### src/rtl/evc_pkg.sv
package evc_pkg;

    typedef enum logic [1:0] {
        GM_FREE = 2'b00,
        GM_HIGH = 2'b01,
        GM_LOW  = 2'b10,
        GM_CAL  = 2'b11
    } gate_mode_e;

    typedef enum logic [1:0] {
        SS_Z_RISE = 2'b00,
        SS_G_RISE = 2'b01,
        SS_G_FALL = 2'b10,
        SS_G_BOTH = 2'b11
    } store_sel_e;

    typedef enum logic {
        ST_OPEN,
        ST_HELD
    } store_st_e;

    typedef enum logic [1:0] {
        CAL_IDLE,
        CAL_ARMED,
        CAL_DONE
    } cal_st_e;

    typedef enum logic [1:0] {
        OP_HOLD,
        OP_LOAD,
        OP_UP,
        OP_DOWN
    } cnt_op_e;

endpackage

### src/rtl/evc_sampler.sv
module evc_sampler #(
    parameter int W      = 2,
    parameter int STAGES = 2
) (
    input  logic         clk,
    input  logic         rst,
    input  logic [W-1:0] d_i,
    output logic [W-1:0] cur_o,
    output logic [W-1:0] prev_o
);

    generate
        if (STAGES == 0) begin : g_direct
            assign cur_o = d_i;
        end else begin : g_sync
            logic [STAGES-1:0][W-1:0] chain;
            always_ff @(posedge clk) begin
                if (rst) begin
                    chain <= '0;
                end else begin
                    chain[0] <= d_i;
                    for (int i = 1; i < STAGES; i++) begin
                        chain[i] <= chain[i-1];
                    end
                end
            end
            assign cur_o = chain[STAGES-1];
        end
    endgenerate

    always_ff @(posedge clk) begin
        if (rst) prev_o <= '0;
        else     prev_o <= cur_o;
    end

endmodule

### src/rtl/evc_store_unit.sv
module evc_store_unit
    import evc_pkg::*;
#(
    parameter int W = 16
) (
    input  logic         clk,
    input  logic         rst,
    input  logic         trig_i,
    input  logic         clr_i,
    input  logic [W-1:0] count_i,
    output logic [W-1:0] capture_o,
    output logic         flag_o
);

    store_st_e state_q, state_d;

    always_ff @(posedge clk) begin
        if (rst) state_q <= ST_OPEN;
        else     state_q <= state_d;
    end

    always_comb begin
        state_d = state_q;
        unique case (state_q)
            ST_OPEN: if (trig_i && !clr_i) state_d = ST_HELD;  // TAKE
            ST_HELD: if (clr_i)            state_d = ST_OPEN;  // RELEASE
            default: state_d = ST_OPEN;
        endcase
    end

    always_ff @(posedge clk) begin
        if (rst) begin
            capture_o <= '0;
        end else if (state_q == ST_OPEN && trig_i && !clr_i) begin
            capture_o <= count_i;
        end
    end

    assign flag_o = (state_q == ST_HELD);

    assert_capture_lock_R5: assert property (@(posedge clk) disable iff (rst)
        flag_o |=> $stable(capture_o));

    assert_store_clear_R6: assert property (@(posedge clk) disable iff (rst)
        clr_i |=> !flag_o);

    assert_capture_take_R4: assert property (@(posedge clk) disable iff (rst)
        (!flag_o && trig_i && !clr_i) |=> (flag_o && capture_o == $past(count_i)));

endmodule

### src/rtl/evc_cal_fsm.sv
module evc_cal_fsm
    import evc_pkg::*;
(
    input  logic clk,
    input  logic rst,
    input  logic arm_ok_i,
    input  logic g_lvl_i,
    input  logic ack_rise_i,
    output logic load_o,
    output logic done_o
);

    cal_st_e state_q, state_d;

    always_ff @(posedge clk) begin
        if (rst) state_q <= CAL_IDLE;
        else     state_q <= state_d;
    end

    always_comb begin
        state_d = state_q;
        unique case (state_q)
            CAL_IDLE:  if (arm_ok_i) state_d = CAL_ARMED;                   // ARM
            CAL_ARMED: begin
                if (!arm_ok_i)    state_d = CAL_IDLE;                       // DISARM
                else if (g_lvl_i) state_d = CAL_DONE;                       // FIRE
            end
            CAL_DONE:  if (ack_rise_i) state_d = arm_ok_i ? CAL_ARMED       // REARM
                                                          : CAL_IDLE;       // RETIRE
            default:   state_d = CAL_IDLE;
        endcase
    end

    always_comb begin
        load_o = 1'b0;
        done_o = 1'b0;
        unique case (state_q)
            CAL_IDLE:  ;
            CAL_ARMED: load_o = arm_ok_i && g_lvl_i;
            CAL_DONE:  done_o = 1'b1;
            default:   ;
        endcase
    end

    assert_done_hold_R10: assert property (@(posedge clk) disable iff (rst)
        (done_o && !ack_rise_i) |=> done_o);

    assert_no_cal_when_off_R10: assert property (@(posedge clk) disable iff (rst)
        (!arm_ok_i && !done_o) |=> !done_o);

endmodule

### src/rtl/evc_counter.sv
module evc_counter
    import evc_pkg::*;
#(
    parameter int W = 16
) (
    input  logic         clk,
    input  logic         rst,
    input  logic         step_i,
    input  logic         down_i,
    input  logic         load_i,
    input  logic [W-1:0] load_val_i,
    input  logic [W-1:0] wrap_val_i,
    input  logic [W-1:0] preset_i,
    input  logic         reached_clr_i,
    output logic [W-1:0] count_o,
    output logic         reached_o
);

    cnt_op_e        op;
    logic [W-1:0]   count_d;

    always_comb begin
        if (load_i)       op = OP_LOAD;
        else if (!step_i) op = OP_HOLD;
        else if (down_i)  op = OP_DOWN;
        else              op = OP_UP;
    end

    always_comb begin
        count_d = count_o;
        unique case (op)
            OP_HOLD: count_d = count_o;
            OP_LOAD: count_d = load_val_i;
            OP_UP:   count_d = (count_o == wrap_val_i) ? '0 : count_o + 1'b1;
            OP_DOWN: count_d = (count_o == '0) ? wrap_val_i : count_o - 1'b1;
            default: count_d = count_o;
        endcase
    end

    always_ff @(posedge clk) begin
        if (rst) count_o <= '0;
        else     count_o <= count_d;
    end

    always_ff @(posedge clk) begin
        if (rst)                         reached_o <= 1'b0;
        else if (count_o == preset_i)    reached_o <= 1'b1;
        else if (reached_clr_i)          reached_o <= 1'b0;
    end

    assert_hold_when_idle_R2: assert property (@(posedge clk) disable iff (rst)
        (!step_i && !load_i) |=> $stable(count_o));

    assert_load_value_R3: assert property (@(posedge clk) disable iff (rst)
        load_i |=> (count_o == $past(load_val_i)));

    assert_wrap_up_R8: assert property (@(posedge clk) disable iff (rst)
        (step_i && !load_i && !down_i && count_o == wrap_val_i) |=> (count_o == '0));

    assert_wrap_down_R11: assert property (@(posedge clk) disable iff (rst)
        (step_i && !load_i && down_i && count_o == '0) |=> (count_o == $past(wrap_val_i)));

    assert_reached_set_R7: assert property (@(posedge clk) disable iff (rst)
        (count_o == preset_i) |=> reached_o);

    assert_reached_clear_R7: assert property (@(posedge clk) disable iff (rst)
        (reached_clr_i && count_o != preset_i) |=> !reached_o);

endmodule

### src/rtl/evt_capture_channel.sv
module evt_capture_channel
    import evc_pkg::*;
#(
    parameter int CNT_W       = 16,
    parameter int SYNC_STAGES = 2
) (
    input  logic             clk,
    input  logic             rst,
    input  logic             cnt_pulse,
    input  logic             z_in,
    input  logic             g_in,
    input  logic [1:0]       gate_mode,
    input  logic [1:0]       store_sel,
    input  logic             wrap_at_preset,
    input  logic             cal_en,
    input  logic             cal_neg,
    input  logic             cal_ack,
    input  logic             store_clr,
    input  logic             reached_clr,
    input  logic [CNT_W-1:0] preset,
    output logic [CNT_W-1:0] count,
    output logic [CNT_W-1:0] capture,
    output logic             store_flag,
    output logic             reached_flag,
    output logic             cal_done
);

    localparam int PIN_N = 2;
    localparam int CTL_N = 3;
    localparam logic [CNT_W-1:0] FULL_SCALE = '1;

    gate_mode_e       gm;
    store_sel_e       ss;
    logic [PIN_N-1:0] pin_cur, pin_prev;
    logic [CTL_N-1:0] ctl_cur, ctl_prev, ctl_rise;
    logic             z_rise, g_lvl, g_rise, g_fall;
    logic             gate_ok, step, trig, cal_load, cal_arm_ok, down;
    logic [CNT_W-1:0] wrap_val;

    assign gm = gate_mode_e'(gate_mode);
    assign ss = store_sel_e'(store_sel);

    evc_sampler #(.W(PIN_N), .STAGES(SYNC_STAGES)) u_pins (
        .clk    (clk),
        .rst    (rst),
        .d_i    ({g_in, z_in}),
        .cur_o  (pin_cur),
        .prev_o (pin_prev)
    );

    evc_sampler #(.W(CTL_N), .STAGES(0)) u_ctls (
        .clk    (clk),
        .rst    (rst),
        .d_i    ({cal_ack, reached_clr, store_clr}),
        .cur_o  (ctl_cur),
        .prev_o (ctl_prev)
    );

    assign ctl_rise = ctl_cur & ~ctl_prev;
    assign z_rise   = pin_cur[0] & ~pin_prev[0];
    assign g_lvl    = pin_cur[1];
    assign g_rise   = pin_cur[1] & ~pin_prev[1];
    assign g_fall   = ~pin_cur[1] & pin_prev[1];

    always_comb begin
        unique case (gm)
            GM_FREE: gate_ok = 1'b1;
            GM_HIGH: gate_ok = g_lvl;
            GM_LOW:  gate_ok = ~g_lvl;
            GM_CAL:  gate_ok = ~g_lvl;
            default: gate_ok = 1'b0;
        endcase
    end

    always_comb begin
        unique case (ss)
            SS_Z_RISE: trig = z_rise;
            SS_G_RISE: trig = g_rise;
            SS_G_FALL: trig = g_fall;
            SS_G_BOTH: trig = g_rise | g_fall;
            default:   trig = 1'b0;
        endcase
    end

    assign step       = cnt_pulse & gate_ok;
    assign down       = (gm == GM_CAL) & cal_neg;
    assign cal_arm_ok = cal_en & (gm == GM_CAL);
    assign wrap_val   = wrap_at_preset ? preset : FULL_SCALE;

    evc_cal_fsm u_cal (
        .clk        (clk),
        .rst        (rst),
        .arm_ok_i   (cal_arm_ok),
        .g_lvl_i    (g_lvl),
        .ack_rise_i (ctl_rise[2]),
        .load_o     (cal_load),
        .done_o     (cal_done)
    );

    evc_counter #(.W(CNT_W)) u_cnt (
        .clk           (clk),
        .rst           (rst),
        .step_i        (step),
        .down_i        (down),
        .load_i        (cal_load),
        .load_val_i    (preset),
        .wrap_val_i    (wrap_val),
        .preset_i      (preset),
        .reached_clr_i (ctl_rise[1]),
        .count_o       (count),
        .reached_o     (reached_flag)
    );

    evc_store_unit #(.W(CNT_W)) u_store (
        .clk       (clk),
        .rst       (rst),
        .trig_i    (trig),
        .clr_i     (ctl_rise[0]),
        .count_i   (count),
        .capture_o (capture),
        .flag_o    (store_flag)
    );

    assert_gate_blocks_R2: assert property (@(posedge clk) disable iff (rst)
        (!cal_load && ((gm == GM_HIGH && !g_lvl) || (gm == GM_LOW && g_lvl))) |=> $stable(count));

    assert_cal_gate_R3: assert property (@(posedge clk) disable iff (rst)
        (gm == GM_CAL && g_lvl && !cal_load) |=> $stable(count));

endmodule

### config.mk
export PLATFORM = sky130hd
export DESIGN_NAME = evt_capture_channel
export DESIGN_NICKNAME = d
export VERILOG_FILES = /design/src/rtl/evc_pkg.sv /design/src/rtl/evc_sampler.sv /design/src/rtl/evc_store_unit.sv /design/src/rtl/evc_cal_fsm.sv /design/src/rtl/evc_counter.sv /design/src/rtl/evt_capture_channel.sv
export SDC_FILE = /design/constraint.sdc
export NUM_CORES = 1
export LEC_CHECK = 0
export ABC_AREA = 1
export BUFFER_PORTS_ARGS = -buffer_cell sky130_fd_sc_hd__buf_4
export CAP_MARGIN = 20
export CORE_ASPECT_RATIO = 0.8
export CORE_MARGIN = 5
export CORE_UTILIZATION = 50
export DETAILED_ROUTE_END_ITERATION = 6
export GPL_ROUTABILITY_DRIVEN = 0
export PLACE_DENSITY_LB_ADDON = 0.25
export SETUP_SLACK_MARGIN = 0.15
export SLEW_MARGIN = 20
export SYNTH_ARGS = -nofsm -noshare
export SYNTH_HDL_FRONTEND = slang
export SYNTH_SLANG_ARGS = --single-unit
### constraint.sdc
create_clock -name clk -period 1.8 [get_ports clk]
set_input_delay 0.18 -clock clk [delete_from_list [all_inputs] [get_ports clk]]
set_output_delay 0.18 -clock clk [all_outputs]
set_load 0.05 [all_outputs]
[Word-level counts from Yosys, hierarchy flattened]
Cells that the tools add are included.
Word-level totals
  output and inout port bits: 35
  bits in writable memories: 0
  word-level logic and storage cells: 75
  bits in registers: 45
  bits in read-only memories: 0
  bits in latches: 0
  memories kept: 0
Operators by class
  equality and inequality tests: 16
  mux-type cells: 22
  div/mod/pow operators: 0
  shift operators: 0
  $mul: 0
  magnitude comparators: 0
  bitwise logic cells: 13
  reduce and logical (&&, ||, !) cells: 13
  add/subtract/negate cells: 2
Operators with widths (count)
  2-to-1 mux 16 bit: 3
  one-hot mux 16 bit (3 select lines): 1
  equality test 16 bit: 2
  adder 16 x 1 -> 16 bit (second input constant): 1
  zero test 16 bit: 1
  subtractor 16 x 1 -> 16 bit (second input constant): 1
  equality test 2 bit (second input constant): 7
  2-to-1 mux 2 bit: 6
  equality test 2 x 1 -> 1 bit (second input constant): 4
  zero test 2 bit: 4
  2-to-1 mux 1 bit: 8
  bitwise AND 1 bit: 6
  one-hot mux 2 bit (3 select lines): 1
  logical AND 1 bit: 4
  NOT 1 bit: 4
  one-hot mux 1 bit (4 select lines): 1
  bitwise AND 3 bit: 1
  inequality test 3 bit (second input constant): 1
  NOT 3 bit: 1
  one-hot mux 1 bit (3 select lines): 1
  AND reduction 3 bit: 1
  inequality test 2 x 1 -> 1 bit (second input constant): 1
  inequality test 2 bit (second input constant): 1
  one-hot mux 1 bit (2 select lines): 1
  other kinds (4): 4

[Depth between registers and ports, before layout]
  depth in word-level cells: 8
  depth in mapped cells: 15
  mapped depth without buffers: 12

[Hierarchy]
From an unflattened synthesis, not the netlist that was laid out.
Unflattened totals
  cell total of the unflattened synthesis: 674
  area, all modules: 3905.0 um2
By module, submodules not included
  evc_counter: seq. area each 340.3 um2, instances 1, area each 2509.9 um2, cells each 457
  evc_store_unit: seq. area each 340.3 um2, instances 1, area each 713.2 um2, cells each 107
  evt_capture_channel: seq. area each 0.0 um2, instances 1, area each 287.8 um2, cells each 61
  evc_sampler (u_pins): seq. area each 120.1 um2, instances 1, area each 180.2 um2, cells each 20
  evc_cal_fsm: seq. area each 40.0 um2, instances 1, area each 108.9 um2, cells each 17
  evc_sampler (u_ctls): seq. area each 60.1 um2, instances 1, area each 105.1 um2, cells each 12

[Worst setup path after synthesis]
No wires, ideal clock.
  kind: register -> register
  start point: reg u_cnt.count_o[0]
  end point: reg u_cnt.count_o[0]
  setup slack: -0.328 ns
  data arrival time: 2.020 ns
  path buffers: 1
  setup time: 0.109 ns
  period minus slack after synthesis: 2.128 ns
  stages on the path, launching flop included: 12
  required time: 1.691 ns
  cell sequence: dfxtp_1 -> inv_1 -> ha_1 -> nand3_2 -> nor2_4 -> nand2_2 -> buf_2 -> nand2_1 -> o211ai_1 -> nand3_1 -> nand2_1 -> inv_1
Between the ends
  longest elaborated chain between the ends: 3
  elaborated cells between the ends (all ways): 7
  classes of those cells: add/sub (2); eq/ne (1); mux (3); reduce/logical (1)
RTL lines
  from (decl): RTL line evc_counter.sv:15  | output logic [W-1:0] count_o,
  from (signal assigned): RTL line evc_counter.sv:42  | else count_o <= count_d;
  subtractor 16 x 1 -> 16 bit (tied with other cells): RTL line evc_counter.sv:35  | OP_DOWN: count_d = (count_o == '0) ? wrap_val_i : count_o - 1'b1;
  2-to-1 mux 16 bit, on equally long branches: RTL line evc_counter.sv:35, evc_counter.sv:34
  one-hot mux 16 bit (3 select lines) *: RTL line evc_counter.sv:31  | unique case (op)
Every way passes the cells marked *; elsewhere a longest branch is shown, timed or not.
A chain may end at the register's enable or synchronous reset.

[Worst setup path in the final report]
Ends and elaborated chain as after synthesis.

==> flow_summary.ini <==
[place]
hpwl_microns = 7910
dp.cells = 753
io_buffers = 65
dpl-instance-area_sq_um = 4240
place_ws_ns = -0.0331

[global_route]
grt-busiest-layer = met2
antenna_found_initial = 0
grt_pass1_wl_microns = 17400
use_met1 = 0.318
grt_max_degree = 28
grt_pass1_vias = 3683
globalRouteMet3Util = 0.0549
gr-total-overflow = 0
track_usage = 0.230
met2_usage = 0.363

[critical_path]
critical_path_arrival_ns = 1.88
r2r-end = u_cnt.count_o[0]$_SDFFE_PP0P_
crit_path_max_fanout = 8
worst-endpoint-required_ns = 2.02
startpoint_type = flop
r2r_start = u_cnt.count_o[0]$_SDFFE_PP0P_
regToRegSetupSlack_ns = 0.14
rr_worst_depth = 10
crit_path_start = u_cnt.count_o[0]$_SDFFE_PP0P_
crit_path_end = u_cnt.count_o[0]$_SDFFE_PP0P_
critPathCaptureType = flop
crit_type = reg -> reg

[route]
drtPass1Iterations = 7
vias_per_cell = 5.47
route.vias.total = 4374
drtIter0Drc = 459
wl_per_cell_microns = 14.6
postRouteAntennaNets = 0
wl_microns = 11700
drc = 12

[logic_synthesis]
synth-seq-cells = 45
syn_area_sq_um = 3620
syn-num-nets = 650
syn_avg_cell_area_sq_um = 5.89
netlist_instances = 615
yosys.area.top_type = dfxtp_1
synth_top_cell_area_share = 0.249
synth.area.top_cells = dfxtp_1 25%, nand2_1 13%, inv_1 11%, nand3_1 9.8%, o21ai_0 7.9%
yosysWarningCount = 0
seq_area_frac_synth = 0.249
synth_cell_types = 33

[sta]
timing.fmax_mhz = 604
worstMarginPinSlew_ns = 0.316
clock_skew_ns = 0.00973
setup_viol = 0
min_period_ns = 1.66
finalCritPeriodShare = 0.920
drv_slew = 0
worst_slack_ns = 0.143
hold_viol_final = 0
slew_headroom = 0.788
rsz0062_at_grt = yes

[power]
power_density_nw_per_um2 = 638
p_leak_nw = 2.48
power.switching_w = 0.00127
clock_power_share = 0.218
total_power_w = 0.00309
intPower_w = 0.00182
swShare = 0.411
ir_drop_mv = 0.388
p_seq_frac = 0.375
combPwrFrac = 0.407

[clock_network]
numCtsBuffers = 5
cts.path.max_buffers = 2
clkSinkCount = 45
htree_levels = 2
root_buffer = clkbuf_8
clk_pin_slew_ns = 0.10
cts_tree = yes
worstSkewPairLatency_ns = 0.31

[final_layout]
nets = 747
multi_input_area_sq_um = 2290
diodes = 0
final_cells = 800
post-route-util = 0.697
regArea_sq_um = 963
fill_cells = 608
area_delta_synth_final_pct = 33.9
drive_gt1_frac = 0.283
stdcell_area_sq_um = 4850

[status]
violations = DRC
status = finished, violations left

[die]
die_x_microns = 105
coreArea_sq_um = 6960
pin_count = 66
die_area_sq_um = 9050
die_h_microns = 86.1
std_cell_rows = 27
start_util = 0.520

[hold_path]
min-delay-path-class = in -> reg
whs_path_depth = 3

[run]
max_cap_viol_count = 0
[synthesized netlist by cell type (all sizes together)]
| cell type | instances |
|---|---|
| nand2 | 131 |
| inv | 113 |
| nand3 | 82 |
| nor2 | 78 |
| o21ai | 62 |
| dfxtp | 45 |
| a21oi | 21 |
| buf | 21 |
| xor2 | 16 |
| clkbuf | 11 |
| nand4 | 10 |
| o211ai | 6 |
| nor3 | 5 |
| ha | 4 |
| nor4 | 4 |
| xnor2 | 2 |
| o2111ai | 1 |
| o21bai | 1 |
| o31ai | 1 |
| or2 | 1 |
[worst max-delay path: stages (launching register included)]
cell      delay, ns
dfxtp_4        0.40
inv_6          0.09
ha_4           0.14
nand3_4        0.08
nor2_4         0.17
nand2_4        0.13
buf_6          0.16
o211ai_1       0.19
nand3_1        0.10
nand2_1        0.07
inv_1          0.03
[stage by stage]
step	TNS, ns	hold slack (ns)
global placement	-0.0759	0.378
CTS	0	0.0648
floorplan	0	0.249
finish	0	0.0657
detailed placement	-0.185	0.390
global route	0	0.0657
[layout by cell type, fill, tap and decap left out, drive strengths merged]
| cell type | Yosys | routed |
|---|---|---|
| xnor2 | 2 | 2 |
| nand3 | 82 | 82 |
| a21oi | 21 | 21 |
| nor3 | 5 | 5 |
| nor4 | 4 | 4 |
| or2 | 1 | 1 |
| clkbuf | 11 | 6 |
| o21bai | 1 | 1 |
| o2111ai | 1 | 1 |
| clkinvlp | 0 | 2 |
| nand2 | 131 | 132 |
| nand4 | 10 | 10 |
| ha | 4 | 4 |
| buf | 21 | 119 |
| nor2 | 78 | 79 |
| o31ai | 1 | 1 |
| inv | 113 | 113 |
| clkinv | 0 | 1 |
| o211ai | 6 | 6 |
| dfxtp | 45 | 45 |
| xor2 | 16 | 16 |
| o21ai | 62 | 62 |
[worst min-delay path by stage]
stage | to | slack [ns] | from
CTS | u_pins.g_sync.chain[1]$_SDFF_PP0_ | 0.06 | g_in
global placement | u_pins.g_sync.chain[0]$_SDFF_PP0_ | 0.38 | z_in
global route | u_pins.g_sync.chain[1]$_SDFF_PP0_ | 0.07 | g_in
floorplan | u_cal.state_q[1]$_SDFFE_PP0P_ | 0.25 | rst
detailed placement | u_pins.g_sync.chain[0]$_SDFF_PP0_ | 0.39 | z_in
finish | u_pins.g_sync.chain[1]$_SDFF_PP0_ | 0.07 | g_in
[metal layers]
| metal | share of wire | vias up | wire length (microns) |
|---|---|---|---|
| met5 | 0 | - | 0 |
| met4 | 0.022 | 0 | 259 |
| met3 | 0.11 | 43 | 1280 |
| met2 | 0.45 | 269 | 5300 |
| met1 | 0.41 | 1926 | 4830 |
| li1 | - | 2136 | - |
[sequential cells by signal, indices dropped and copies added, names as in the netlist]
signal,cells
u_cnt.count_o,16
u_pins.prev_o,2
u_ctls.prev_o,3
u_store.capture_o,16
u_cal.state_q,2
u_cnt.reached_o,1
u_store.flag_o,1
u_pins.g_sync.chain,2
u_pins.cur_o,2
[cell families after synthesis]
group / after synthesis / share of synthesized area
AND/OR/NAND/NOR: 311 / 0.388
AO/OA/AOI/OAI: 92 / 0.138
buffers and inverters: 145 / 0.168
flip-flops: 45 / 0.249
XOR/XNOR: 18 / 0.0435
adder cells (fa/ha/maj): 4 / 0.0138
[power groups by stage]
stage	Clock (W)	Combinational (W)	Sequential (W)
after floorplan	0	0.000587	0.00133
after global placement	0	0.00101	0.00119
after detailed placement	0	0.00103	0.00119
after CTS	0.000692	0.00110	0.00116
after global routing	0.000744	0.00136	0.00117
final	0.000674	0.00126	0.00116
[area by class of cell]
type	instances	share of cell area
clock buffer	5	0.0142
clock inverter	3	0.00516
inverter	113	0.0919
multi-input combinational	427	0.473
sequential	45	0.199
tap	87	0.0225
timing repair buffer	120	0.195
[timing repair]
item,CTS,global route
setup endpoints to repair,17,30
hold buffers,0,0
endpoints found under the hold margin,0,0
cloned,0,3
buffers inserted,11,25
pin swaps,3,14
resized for setup,13,48
Power figures use the tool's default switching activity.
